**src/rtl/bcd_cal_pkg.sv**
```systemverilog
package bcd_cal_pkg;
  localparam int FIELD_W    = 8;
  localparam int NUM_FIELDS = 7;

  localparam int F_SEC   = 0;
  localparam int F_MIN   = 1;
  localparam int F_HOUR  = 2;
  localparam int F_DOW   = 3;
  localparam int F_DATE  = 4;
  localparam int F_MONTH = 5;
  localparam int F_YEAR  = 6;

  typedef logic [FIELD_W-1:0] bcd_t;

  function automatic bcd_t bcd_inc(input bcd_t v);
    if (v[3:0] >= 4'd9) return {v[7:4] + 4'd1, 4'd0};
    return v + bcd_t'(1);
  endfunction

  // 10t+u divisible by 4 <=> 2t+u divisible by 4
  function automatic logic bcd_leap(input bcd_t y);
    logic [4:0] s;
    s = {y[7:4], 1'b0} + {1'b0, y[3:0]};
    return (s[1:0] == 2'b00);
  endfunction
endpackage

```
**src/rtl/bcd_wrap_cnt.sv**
```systemverilog
module bcd_wrap_cnt
  import bcd_cal_pkg::*;
#(
  parameter bcd_t RST_VAL = 8'h00,
  parameter bcd_t MIN_VAL = 8'h00
) (
  input  logic clk_i,
  input  logic rst_ni,
  input  logic inc_i,
  input  logic ld_i,
  input  bcd_t ld_val_i,
  input  bcd_t max_i,
  output bcd_t q_o,
  output logic wrap_o
);
  bcd_t q;
  logic at_top;

  assign at_top = (q >= max_i);
  assign wrap_o = inc_i & ~ld_i & at_top;
  assign q_o    = q;

  always_ff @(posedge clk_i or negedge rst_ni) begin
    if (!rst_ni)    q <= RST_VAL;
    else if (ld_i)  q <= ld_val_i;
    else if (inc_i) q <= at_top ? MIN_VAL : bcd_inc(q);
  end

  AST_LOAD_TAKES: assert property (@(posedge clk_i) disable iff (!rst_ni)
    ld_i |=> q == $past(ld_val_i));
  AST_WRAP_TO_MIN: assert property (@(posedge clk_i) disable iff (!rst_ni)
    (inc_i && !ld_i && q >= max_i) |=> q == MIN_VAL);
  AST_IDLE_HOLD: assert property (@(posedge clk_i) disable iff (!rst_ni)
    (!inc_i && !ld_i) |=> $stable(q));
endmodule

```
**src/rtl/bcd_hour_cnt.sv**
```systemverilog
module bcd_hour_cnt
  import bcd_cal_pkg::*;
(
  input  logic clk_i,
  input  logic rst_ni,
  input  logic inc_i,
  input  logic ld_i,
  input  bcd_t ld_val_i,
  output bcd_t q_o,
  output logic day_o
);
  bcd_t       q, nxt;
  logic       day_c;
  logic [4:0] h12;
  logic [5:0] h24;

  assign h12 = q[4:0];
  assign h24 = q[5:0];

  always_comb begin
    nxt   = q;
    day_c = 1'b0;
    if (q[7]) begin
      if (h12 >= 5'h12) begin
        nxt = {2'b10, q[5], 5'h01};
      end else if (h12 == 5'h11) begin
        nxt   = {2'b10, ~q[5], 5'h12};
        day_c = q[5];
      end else begin
        nxt = {2'b10, q[5], (h12[3:0] == 4'd9) ? {h12[4] + 1'b1, 4'd0} : h12 + 5'd1};
      end
    end else begin
      if (h24 >= 6'h23) begin
        nxt   = 8'h00;
        day_c = 1'b1;
      end else begin
        nxt = {2'b00, (h24[3:0] == 4'd9) ? {h24[5:4] + 2'd1, 4'd0} : h24 + 6'd1};
      end
    end
  end

  assign day_o = inc_i & ~ld_i & day_c;
  assign q_o   = q;

  always_ff @(posedge clk_i or negedge rst_ni) begin
    if (!rst_ni)    q <= 8'h00;
    else if (ld_i)  q <= ld_val_i & 8'hBF;
    else if (inc_i) q <= nxt;
  end

  AST_H12_PM_FLIP: assert property (@(posedge clk_i) disable iff (!rst_ni)
    (inc_i && !ld_i && q[7] && q[4:0] == 5'h11) |=> q[5] != $past(q[5]));
  AST_H12_PM_KEEP: assert property (@(posedge clk_i) disable iff (!rst_ni)
    (inc_i && !ld_i && q[7] && q[4:0] == 5'h12) |=> (q[5] == $past(q[5])) && (q[4:0] == 5'h01));
  AST_MODE_KEPT: assert property (@(posedge clk_i) disable iff (!rst_ni)
    (inc_i && !ld_i) |=> q[7] == $past(q[7]));
  AST_DAY_AT_MIDNIGHT: assert property (@(posedge clk_i) disable iff (!rst_ni)
    day_o |=> (q == 8'h00) || (q == 8'h92));
endmodule

```
**src/rtl/bcd_month_len.sv**
```systemverilog
module bcd_month_len
  import bcd_cal_pkg::*;
(
  input  bcd_t month_i,
  input  bcd_t year_i,
  output bcd_t last_o
);
  always_comb begin
    unique case (month_i)
      8'h02:                      last_o = bcd_leap(year_i) ? 8'h29 : 8'h28;
      8'h04, 8'h06, 8'h09, 8'h11: last_o = 8'h30;
      default:                    last_o = 8'h31;
    endcase
  end
endmodule

```
**src/rtl/bcd_clock_calendar.sv**
```systemverilog
module bcd_clock_calendar
  import bcd_cal_pkg::*;
#(
  parameter int unsigned DAYS_PER_WEEK = 7
) (
  input  logic                  clk_i,
  input  logic                  rst_ni,
  input  logic                  tick_i,
  input  logic [NUM_FIELDS-1:0] wr_sel_i,
  input  logic [FIELD_W-1:0]    wr_data_i,
  output logic [FIELD_W-1:0]    sec_o,
  output logic [FIELD_W-1:0]    min_o,
  output logic [FIELD_W-1:0]    hour_o,
  output logic [FIELD_W-1:0]    dow_o,
  output logic [FIELD_W-1:0]    date_o,
  output logic [FIELD_W-1:0]    month_o,
  output logic [FIELD_W-1:0]    year_o
);
  localparam bcd_t DOW_MAX = bcd_t'(DAYS_PER_WEEK);

  logic adv, sec_wrap, min_wrap, day_carry, date_wrap, month_wrap;
  logic dow_wrap_unused, year_wrap_unused;
  bcd_t date_last;

  // any write suppresses the tick
  assign adv = tick_i & ~(|wr_sel_i);

  bcd_wrap_cnt #(.RST_VAL(8'h00), .MIN_VAL(8'h00)) u_sec (
    .clk_i, .rst_ni, .inc_i(adv), .ld_i(wr_sel_i[F_SEC]), .ld_val_i(wr_data_i),
    .max_i(8'h59), .q_o(sec_o), .wrap_o(sec_wrap));

  bcd_wrap_cnt #(.RST_VAL(8'h00), .MIN_VAL(8'h00)) u_min (
    .clk_i, .rst_ni, .inc_i(sec_wrap), .ld_i(wr_sel_i[F_MIN]), .ld_val_i(wr_data_i),
    .max_i(8'h59), .q_o(min_o), .wrap_o(min_wrap));

  bcd_hour_cnt u_hour (
    .clk_i, .rst_ni, .inc_i(min_wrap), .ld_i(wr_sel_i[F_HOUR]), .ld_val_i(wr_data_i),
    .q_o(hour_o), .day_o(day_carry));

  bcd_wrap_cnt #(.RST_VAL(8'h01), .MIN_VAL(8'h01)) u_dow (
    .clk_i, .rst_ni, .inc_i(day_carry), .ld_i(wr_sel_i[F_DOW]), .ld_val_i(wr_data_i),
    .max_i(DOW_MAX), .q_o(dow_o), .wrap_o(dow_wrap_unused));

  bcd_month_len u_mlen (.month_i(month_o), .year_i(year_o), .last_o(date_last));

  bcd_wrap_cnt #(.RST_VAL(8'h01), .MIN_VAL(8'h01)) u_date (
    .clk_i, .rst_ni, .inc_i(day_carry), .ld_i(wr_sel_i[F_DATE]), .ld_val_i(wr_data_i),
    .max_i(date_last), .q_o(date_o), .wrap_o(date_wrap));

  bcd_wrap_cnt #(.RST_VAL(8'h01), .MIN_VAL(8'h01)) u_month (
    .clk_i, .rst_ni, .inc_i(date_wrap), .ld_i(wr_sel_i[F_MONTH]), .ld_val_i(wr_data_i),
    .max_i(8'h12), .q_o(month_o), .wrap_o(month_wrap));

  bcd_wrap_cnt #(.RST_VAL(8'h00), .MIN_VAL(8'h00)) u_year (
    .clk_i, .rst_ni, .inc_i(month_wrap), .ld_i(wr_sel_i[F_YEAR]), .ld_val_i(wr_data_i),
    .max_i(8'h99), .q_o(year_o), .wrap_o(year_wrap_unused));

  AST_WRITE_BLOCKS_TICK: assert property (@(posedge clk_i) disable iff (!rst_ni)
    ((|wr_sel_i) && !wr_sel_i[F_SEC]) |=> sec_o == $past(sec_o));
  AST_MIN_ON_SEC_WRAP: assert property (@(posedge clk_i) disable iff (!rst_ni)
    (adv && sec_o == 8'h59 && min_o == 8'h00) |=> min_o == 8'h01);
  AST_DATE_WRAP_MONTH: assert property (@(posedge clk_i) disable iff (!rst_ni)
    (day_carry && date_o == date_last && month_o != 8'h12) |=> (date_o == 8'h01) && (month_o != $past(month_o)));
  AST_DOW_WRAP: assert property (@(posedge clk_i) disable iff (!rst_ni)
    (day_carry && dow_o == DOW_MAX) |=> dow_o == 8'h01);
endmodule

```
**config.mk**
```make
export PLATFORM = sky130hd
export DESIGN_NAME = bcd_clock_calendar
export DESIGN_NICKNAME = d
export VERILOG_FILES = /design/src/rtl/bcd_cal_pkg.sv /design/src/rtl/bcd_wrap_cnt.sv /design/src/rtl/bcd_hour_cnt.sv /design/src/rtl/bcd_month_len.sv /design/src/rtl/bcd_clock_calendar.sv
export SDC_FILE = /design/constraint.sdc
export NUM_CORES = 1
export LEC_CHECK = 0
export BUFFER_PORTS_ARGS = -buffer_cell sky130_fd_sc_hd__buf_2
export CAP_MARGIN = 20
export CORE_ASPECT_RATIO = 2
export CORE_MARGIN = 5
export CORE_UTILIZATION = 25
export CTS_CLUSTER_DIAMETER = 80
export CTS_CLUSTER_SIZE = 12
export DETAILED_ROUTE_END_ITERATION = 7
export PLACE_DENSITY_LB_ADDON = 0.05
export SLEW_MARGIN = 20
export SYNTH_ARGS = -nofsm -noshare
export SYNTH_HDL_FRONTEND = slang
export SYNTH_SLANG_ARGS = --single-unit
```
**constraint.sdc**
```tcl
create_clock -name clk_i -period 3.3 [get_ports clk_i]
set_input_delay 0.33 -clock clk_i [delete_from_list [all_inputs] [get_ports clk_i]]
set_output_delay 0.33 -clock clk_i [all_outputs]
set_load 0.01 [all_outputs]
```
# Word level (Yosys, flattened, before mapping)
# Index checks and enable logic that the tools add are counted.
[word_totals] wordCells=139 out_inout_bits=56 input_bits=18 ff_bits=56
[classes] bitwise=18 n_addsub=17 magnitude_cmp=14 n_mux=62 n_reduce_logical=11 eq_ne=9
[op_table] operator="$mux 8" count=34
[op_table] operator="$add 8x1->8 const B" count=6
[op_table] operator="$add 4x1->4 const B" count=6
[op_table] operator="$ge 4x4->1 const B" count=6
[op_table] operator="$mux 1" count=23
[op_table] operator="$mux 6" count=3
[op_table] operator="$eq 8x3->1 const B" count=2
[op_table] operator="$ge 8x7->1 const B" count=2
[op_table] operator="$pmux 8 s2" count=1
[op_table] operator="$reduce_bool 2->1" count=7
[op_table] operator="$and 1x1->1" count=11
[op_table] operator="$eq 8x2->1 const B" count=1
[op_table] operator="$eq 8x4->1 const B" count=1
[op_table] operator="$eq 8x5->1 const B" count=1
[op_table] operator="$ge 8x3->1 const B" count=1
[op_table] operator="$ge 8x5->1 const B" count=1
[op_table] operator="$ge 8x8->1" count=1
[op_table] operator="$ge 8x8->1 const B" count=1
[op_table] operator="$not 1->1" count=7
[op_table] operator="$reduce_or 7->1" count=1
[op_table] operator="$add 6x1->6 const B" count=1
[op_table] operator="$ge 6x6->1 const B" count=1
[op_table] operator="$ne 3x3->1 const B" count=2
[op_table] operator="$add 5x1->5 const B" count=1
[op_table] operator="other kinds (10)" count=10

# Depth between registers and ports, before layout
[logic_depth] ltp_word=19 depth_mapped=15 ltp_nobuf=14

# Hierarchy
# From an unflattened synthesis, not the netlist that was laid out.
[hier_totals] cells_unflattened=694 hier_area_um2=5736.8
[modules_own_cells] module="bcd_wrap_cnt (u_min ...)" area_each_um2=808.3 n_inst=3 seq_area_each_um2=200.2 cells_each=96
[modules_own_cells] module="bcd_wrap_cnt (u_date ...)" area_each_um2=795.8 n_inst=3 seq_area_each_um2=201.4 cells_each=96
[modules_own_cells] module="bcd_hour_cnt" area_each_um2=737.0 n_inst=1 seq_area_each_um2=175.2 cells_each=91
[modules_own_cells] module="bcd_month_len" area_each_um2=160.2 n_inst=1 seq_area_each_um2=0.0 cells_each=22
[modules_own_cells] module="bcd_clock_calendar" area_each_um2=27.5 n_inst=1 seq_area_each_um2=0.0 cells_each=5

# Worst setup path after synthesis
# Ideal clock, no wire load.
[synth_timing] path_type="register to register" startpoint="reg u_month.q[0] (netlist: u_month.q_o[0])" endpoint="reg u_year.q[2] (netlist: u_year.q_o[2])" setup_ns=0.126 path_buffers=0 required_ns=3.174 synth_period_minus_slack_ns=3.207 path_stages_with_launch=14 arrival_time_ns=3.081 slack_ns=0.093 path_cell_list="dfstp_2 inv_1 ha_1 o211ai_1 o21ai_0 nand3_1 o21a_1 ha_1 or4b_4 a221oi_4 a21boi_1 a21oi_2 nor4b_1 a221o_1"
[synth_via] elab_chain_cells=8 elab_cells_between_ends=13 cone_classes="order compare (2); eq/ne (5); mux (1); bitwise (3); reduce/logical (2)"
[synth_rtl] item="from (decl)" line_no="bcd_wrap_cnt.sv:16" source="bcd_t q;"
[synth_rtl] item="from (signal assigned)" line_no="bcd_wrap_cnt.sv:25" source="else if (ld_i) q <= ld_val_i;"
[synth_rtl] item="from (signal assigned)" line_no="bcd_wrap_cnt.sv:26" source="else if (inc_i) q <= at_top ? MIN_VAL : bcd_inc(q);"
[synth_rtl] item="$eq 8x3->1 (tied with other cells)" line_no="bcd_month_len.sv:9" source="unique case (month_i)"
[synth_rtl] item="$reduce_or 4->1" line_no="bcd_month_len.sv:9"
[synth_rtl] item="$pmux 8 s2" line_no="bcd_month_len.sv:9"
[synth_rtl] item="$ge 8x8->1" line_no="bcd_wrap_cnt.sv:19" source="assign at_top = (q >= max_i);"
[synth_rtl] item="$and 1x1->1 (2 in a row)" line_no="bcd_wrap_cnt.sv:20" source="assign wrap_o = inc_i & ~ld_i & at_top;"
[synth_rtl] item="$and 1x1->1 (*)" line_no="bcd_wrap_cnt.sv:20"
[synth_rtl] item="$reduce_bool 2->1 (no source line) (*)"
[synth_rtl] item="to (signal assigned)" line_no="bcd_wrap_cnt.sv:25"
[synth_rtl] item="to (signal assigned)" line_no="bcd_wrap_cnt.sv:26"
[synth_rtl] item="to (decl)" line_no="bcd_wrap_cnt.sv:16"
# Mark *: on every way between the ends. The rest lies on a longest branch, timed or not.
# A chain may end at the register's enable or synchronous reset.

# Worst setup path after layout
[layout_timing] startpoint="reg u_month.q[4] (netlist: u_month.q_o[4])" endpoint="reg u_date.q[4] (netlist: u_date.q_o[4])"
[layout_via] elab_chain_cells=7 elab_cells_between_ends=11 cone_classes="order compare (1); eq/ne (5); mux (4); reduce/logical (1)"
[layout_rtl] item="$eq 8x3->1 (tied with other cells)" line_no="bcd_month_len.sv:9"
[layout_rtl] item="$reduce_or 4->1" line_no="bcd_month_len.sv:9"
[layout_rtl] item="$pmux 8 s2 (*)" line_no="bcd_month_len.sv:9"
[layout_rtl] item="$ge 8x8->1 (*)" line_no="bcd_wrap_cnt.sv:19"
[layout_rtl] item="$mux 8 (*) (2 in a row)" line_no="bcd_wrap_cnt.sv:26"
[layout_rtl] item="$mux 8 (*)" line_no="bcd_wrap_cnt.sv:25"
[layout_rtl] item="to (signal assigned)" line_no="bcd_wrap_cnt.sv:25"
[layout_rtl] item="to (signal assigned)" line_no="bcd_wrap_cnt.sv:26"
[layout_rtl] item="to (decl)" line_no="bcd_wrap_cnt.sv:16"
# Mark *: on every way between the ends. The rest lies on a longest branch, timed or not. The select of a mux whose other input is x is not followed.

==> flow_metrics.py <==
metrics = {
    "sta": {
        "max_freq_ghz": 0.317,
        "setup_viol": 0,
        "worst_slack_ns": 0.147,
        "slew_viol_final": 0,
        "hold_viol": 0,
        "relSlewSlack_pct": 42.0,
        "timing.final.crit_share_pct": 95.5,
        "min_period_ns": 3.15,
        "skew_ns": 0.00679,
        "setup-tns-final_ns": 0,
        "tightest_slew_ns": 0.870,
    },
    "drt": {
        "detail-route-antenna-nets": 0,
        "post_drt_wl_per_cell_um": 19.6,
        "drt_iter0_markers": 182,
        "wirelength_um": 14400,
        "drc": 0,
        "via_per_inst": 5.21,
        "dr.pass1.iters": 4,
        "vias": 3828,
    },
    "synthesis": {
        "synth_cell_types": 73,
        "syn_nets": 508,
        "synth-xor-area-share_pct": 0.657,
        "ys.flop_type": "dfrtp_1",
        "synth_fa_ha_area_share_pct": 11.9,
        "synth_top_family_by_area": "compound AO/OA/AOI/OAI gates",
        "ys_ff_latch": 55,
        "yosysWarnings": 0,
        "syn_area_mm2": 0.00400,
        "async_reset_ff_share_pct": 100,
        "synthMuxAreaShare_pct": 2.13,
        "synth.avg_cell_area_um2": 8.84,
        "synth_area_leader_cell": "dfrtp_1",
        "yosysSeqAreaShare_pct": 34.5,
        "synthCells": 452,
        "synth_edf_count": 0,
        "synth-simple-area-share_pct": 19.9,
        "yosysTopAreaCellShare_pct": 32.6,
        "synth-compound-area-share_pct": 25.2,
        "synthTopCellsByArea": "dfrtp_1 33%, ha_1 12%, nand2_1 5.2%",
    },
    "critical_path": {
        "timing.rr.start": "u_month.q_o[4]$_DFFE_PN0P_",
        "cpPeakStageDelay_ns": 0.50,
        "reg2reg_depth": 12,
        "r2r_slack_ns": 0.15,
        "cpLargestDelayFamily": "simple AND/OR/NAND/NOR gates",
        "required_ns": 3.54,
        "cp.arrival_ns": 3.39,
        "cp_num_buf_inv": 2,
        "crit_cells": 12,
        "critical_path_class": "flip-flop to flip-flop",
        "crit_start": "u_month.q_o[4]$_DFFE_PN0P_",
        "timing.critical_path.to": "u_date.q_o[4]$_DFFE_PN0P_",
        "slowest_stage": "or4b_4",
        "worstSetupStartpointType": "flip-flop",
        "timing.rr.end": "u_date.q_o[4]$_DFFE_PN0P_",
        "endpoint_kind": "flip-flop",
        "crit_path_max_fanout": 6,
        "path_cells": "inv_1 > ha_2 > nor2b_4 > nand4_1 > o21a_1 > ha_1 > or4b_4 > a221oi_4 > nand2_4 > buf_6 > nor4_1 > a221o_1",
    },
    "pwr": {
        "power.density_mw_per_mm2": 405,
        "ir_drop_uv": 262,
        "p_leak_uw": 0.00225,
        "finalPower_uw": 1990,
    },
    "floorplan": {
        "die_y_um": 189,
        "io_pins": 74,
        "rows": 65,
        "die-width_um": 99.4,
        "dieArea_mm2": 0.0188,
        "coreArea_mm2": 0.0158,
        "initial_core_util_pct": 25.3,
    },
    "run": {
        "drv_cap": 0,
    },
    "place": {
        "dp_hpwl_um": 11100,
        "io_buffers": 72,
        "gp_congestion": 0.795,
        "preCtsSetupSlack_ns": 0.00923,
    },
    "final_layout": {
        "syn2layout_area_growth_pct": 23.0,
        "nFillCells": 1749,
        "layout-drive-gt1-share_pct": 25.8,
        "post-route-util_pct": 31.1,
        "diodes": 0,
        "finalNetCount": 589,
    },
    "cts": {
        "cts_tree": "built",
        "htree_levels": 2,
        "path_clk_slew_ns": 0.08,
        "clkLatencyLatePin_ns": 0.30,
        "cts_buffer_depth": 2,
        "cts_sinks": 55,
        "cts-root-buf": "clkbuf_16",
        "cts_buffers": 5,
    },
    "global_route": {
        "grt_util_all_layers_pct": 15.4,
        "grt_max_degree": 34,
        "grt_pass1_wl_um": 22300,
        "antenna_found_initial": 0,
        "grt-ovfl-total": 0,
        "grt_pass1_vias": 3935,
    },
    "status": {
        "status": "complete, no violations",
    },
    "hold_path": {
        "hp-class": "input pin to asynchronous set/reset pin",
    },
}
==> cell families (layout without fill, tap and decap cells) <==
| logic type | count (synthesis) | after routing |
|---|---|---|
| other cells | 1 | 1 |
| simple gates | 155 | 155 |
| xor+xnor | 3 | 3 |
| fa+ha+maj | 38 | 38 |
| compound gates | 140 | 140 |
| flops | 55 | 55 |
| buf+inv | 52 | 134 |
| mux | 8 | 8 |
==> layout by cell type, fill, tap and decap left out, drive strengths merged, types with 10 or more instances in the layout <==
master | Yosys | layout
nor3 | 11 | 11
dfrtp | 52 | 52
nor2 | 22 | 22
inv | 34 | 34
a21oi | 27 | 27
a221o | 10 | 10
nand3 | 23 | 23
o21ai | 35 | 35
ha | 38 | 38
nand2 | 57 | 57
buf | 9 | 92
==> cells in the mapped netlist, types with 3 or more instances <==
cell type / n
inv_1: 34
ha_1: 38
nor3b_1: 4
a31oi_1: 4
a22o_1: 5
mux2_2: 4
a221o_1: 10
and2_1: 6
a21o_1: 5
nand2b_1: 3
and3_1: 5
a21oi_1: 25
nand2_1: 55
o31ai_1: 3
a32oi_1: 5
mux2i_1: 4
nor2b_1: 3
dfrtp_1: 52
nor4_1: 5
o22ai_1: 5
nor2_1: 22
a22oi_1: 7
o311ai_0: 3
clkbuf_1: 9
buf_2: 4
o21ai_1: 6
nand3_1: 23
a211oi_1: 3
o21ai_0: 29
nor3_1: 9
dfstp_2: 3
o211ai_1: 4
o21a_1: 4
==> worst register-to-register path, cell delays in order, from the launching register on <==
cell and delay, ns:
dfrtp_1 0.42, inv_1 0.08, ha_2 0.19, nor2b_4 0.15
nand4_1 0.18, o21a_1 0.24, ha_1 0.29, or4b_4 0.50
a221oi_4 0.34, nand2_4 0.15, buf_6 0.16, nor4_1 0.24
a221o_1 0.16
==> registers in the layout, summed over array words and instances, names as in the netlist <==
name and count:
u_month.q_o 8, u_min.q_o 8, u_date.q_o 8, u_dow.q_o 8, u_hour.q_o 7, u_sec.q_o 8
u_year.q_o 8
==> worst min path at each step <==
stage	from	endpoint	depth (start not counted)
6_report	rst_ni	u_year.q_o[4]$_DFFE_PN0P_	1
5_1_grt	rst_ni	u_dow.q_o[2]$_DFFE_PN0P_	1
4_1_cts	rst_ni	u_min.q_o[2]$_DFFE_PN0P_	1
3_5_place_dp	rst_ni	u_year.q_o[4]$_DFFE_PN0P_	1
3_3_place_gp	rst_ni	u_year.q_o[4]$_DFFE_PN0P_	1
2_1_floorplan	rst_ni	u_date.q_o[1]$_DFFE_PN0P_	0
==> metal layers <==
layer	part of all wire, %	vias to the layer above	global-route usage [%]
li1	-	1824	-
met1	37	1892	16.5
met2	58	96	29.7
met3	3.3	16	1.70
met4	2.4	0	6.21
met5	0	-	0
==> layout make-up <==
type | instances | area (µm²) | share of cell area [%]
Tap cell | 201 | 251 | 5.12
Clock buffer | 7 | 153 | 3.11
Clock inverter | 1 | 7.51 | 0.153
Inverter | 34 | 130 | 2.65
Multi-Input combinational cell | 345 | 2470 | 50.3
Timing Repair Buffer | 92 | 522 | 10.6
Sequential cell | 55 | 1380 | 28.1
==> repair_timing <==
action                     in CTS  in global routing
cloned                          0                  0
setup buffers                   0                  4
setup endpoints to repair       1                 23
hold buffers                    0                  0
resized for setup               0                 27
pin swaps                       0                 15
==> per-stage QoR <==
step	instances	hold WS (ns)	instance area, µm²
floorplan	452	0.0344	4000
global placement	723	0.506	4630
detailed placement	723	0.504	4630
CTS	731	0.175	4790
global route	735	0.211	4910
finish	735	0.141	4910
==> power by group <==
part / total [µW] / switching, µW / internal [µW]
Combinational: 545 / 313 / 232
Clock: 591 / 266 / 324
Sequential: 855 / 113 / 742
Power figures use the tool's default switching activity.
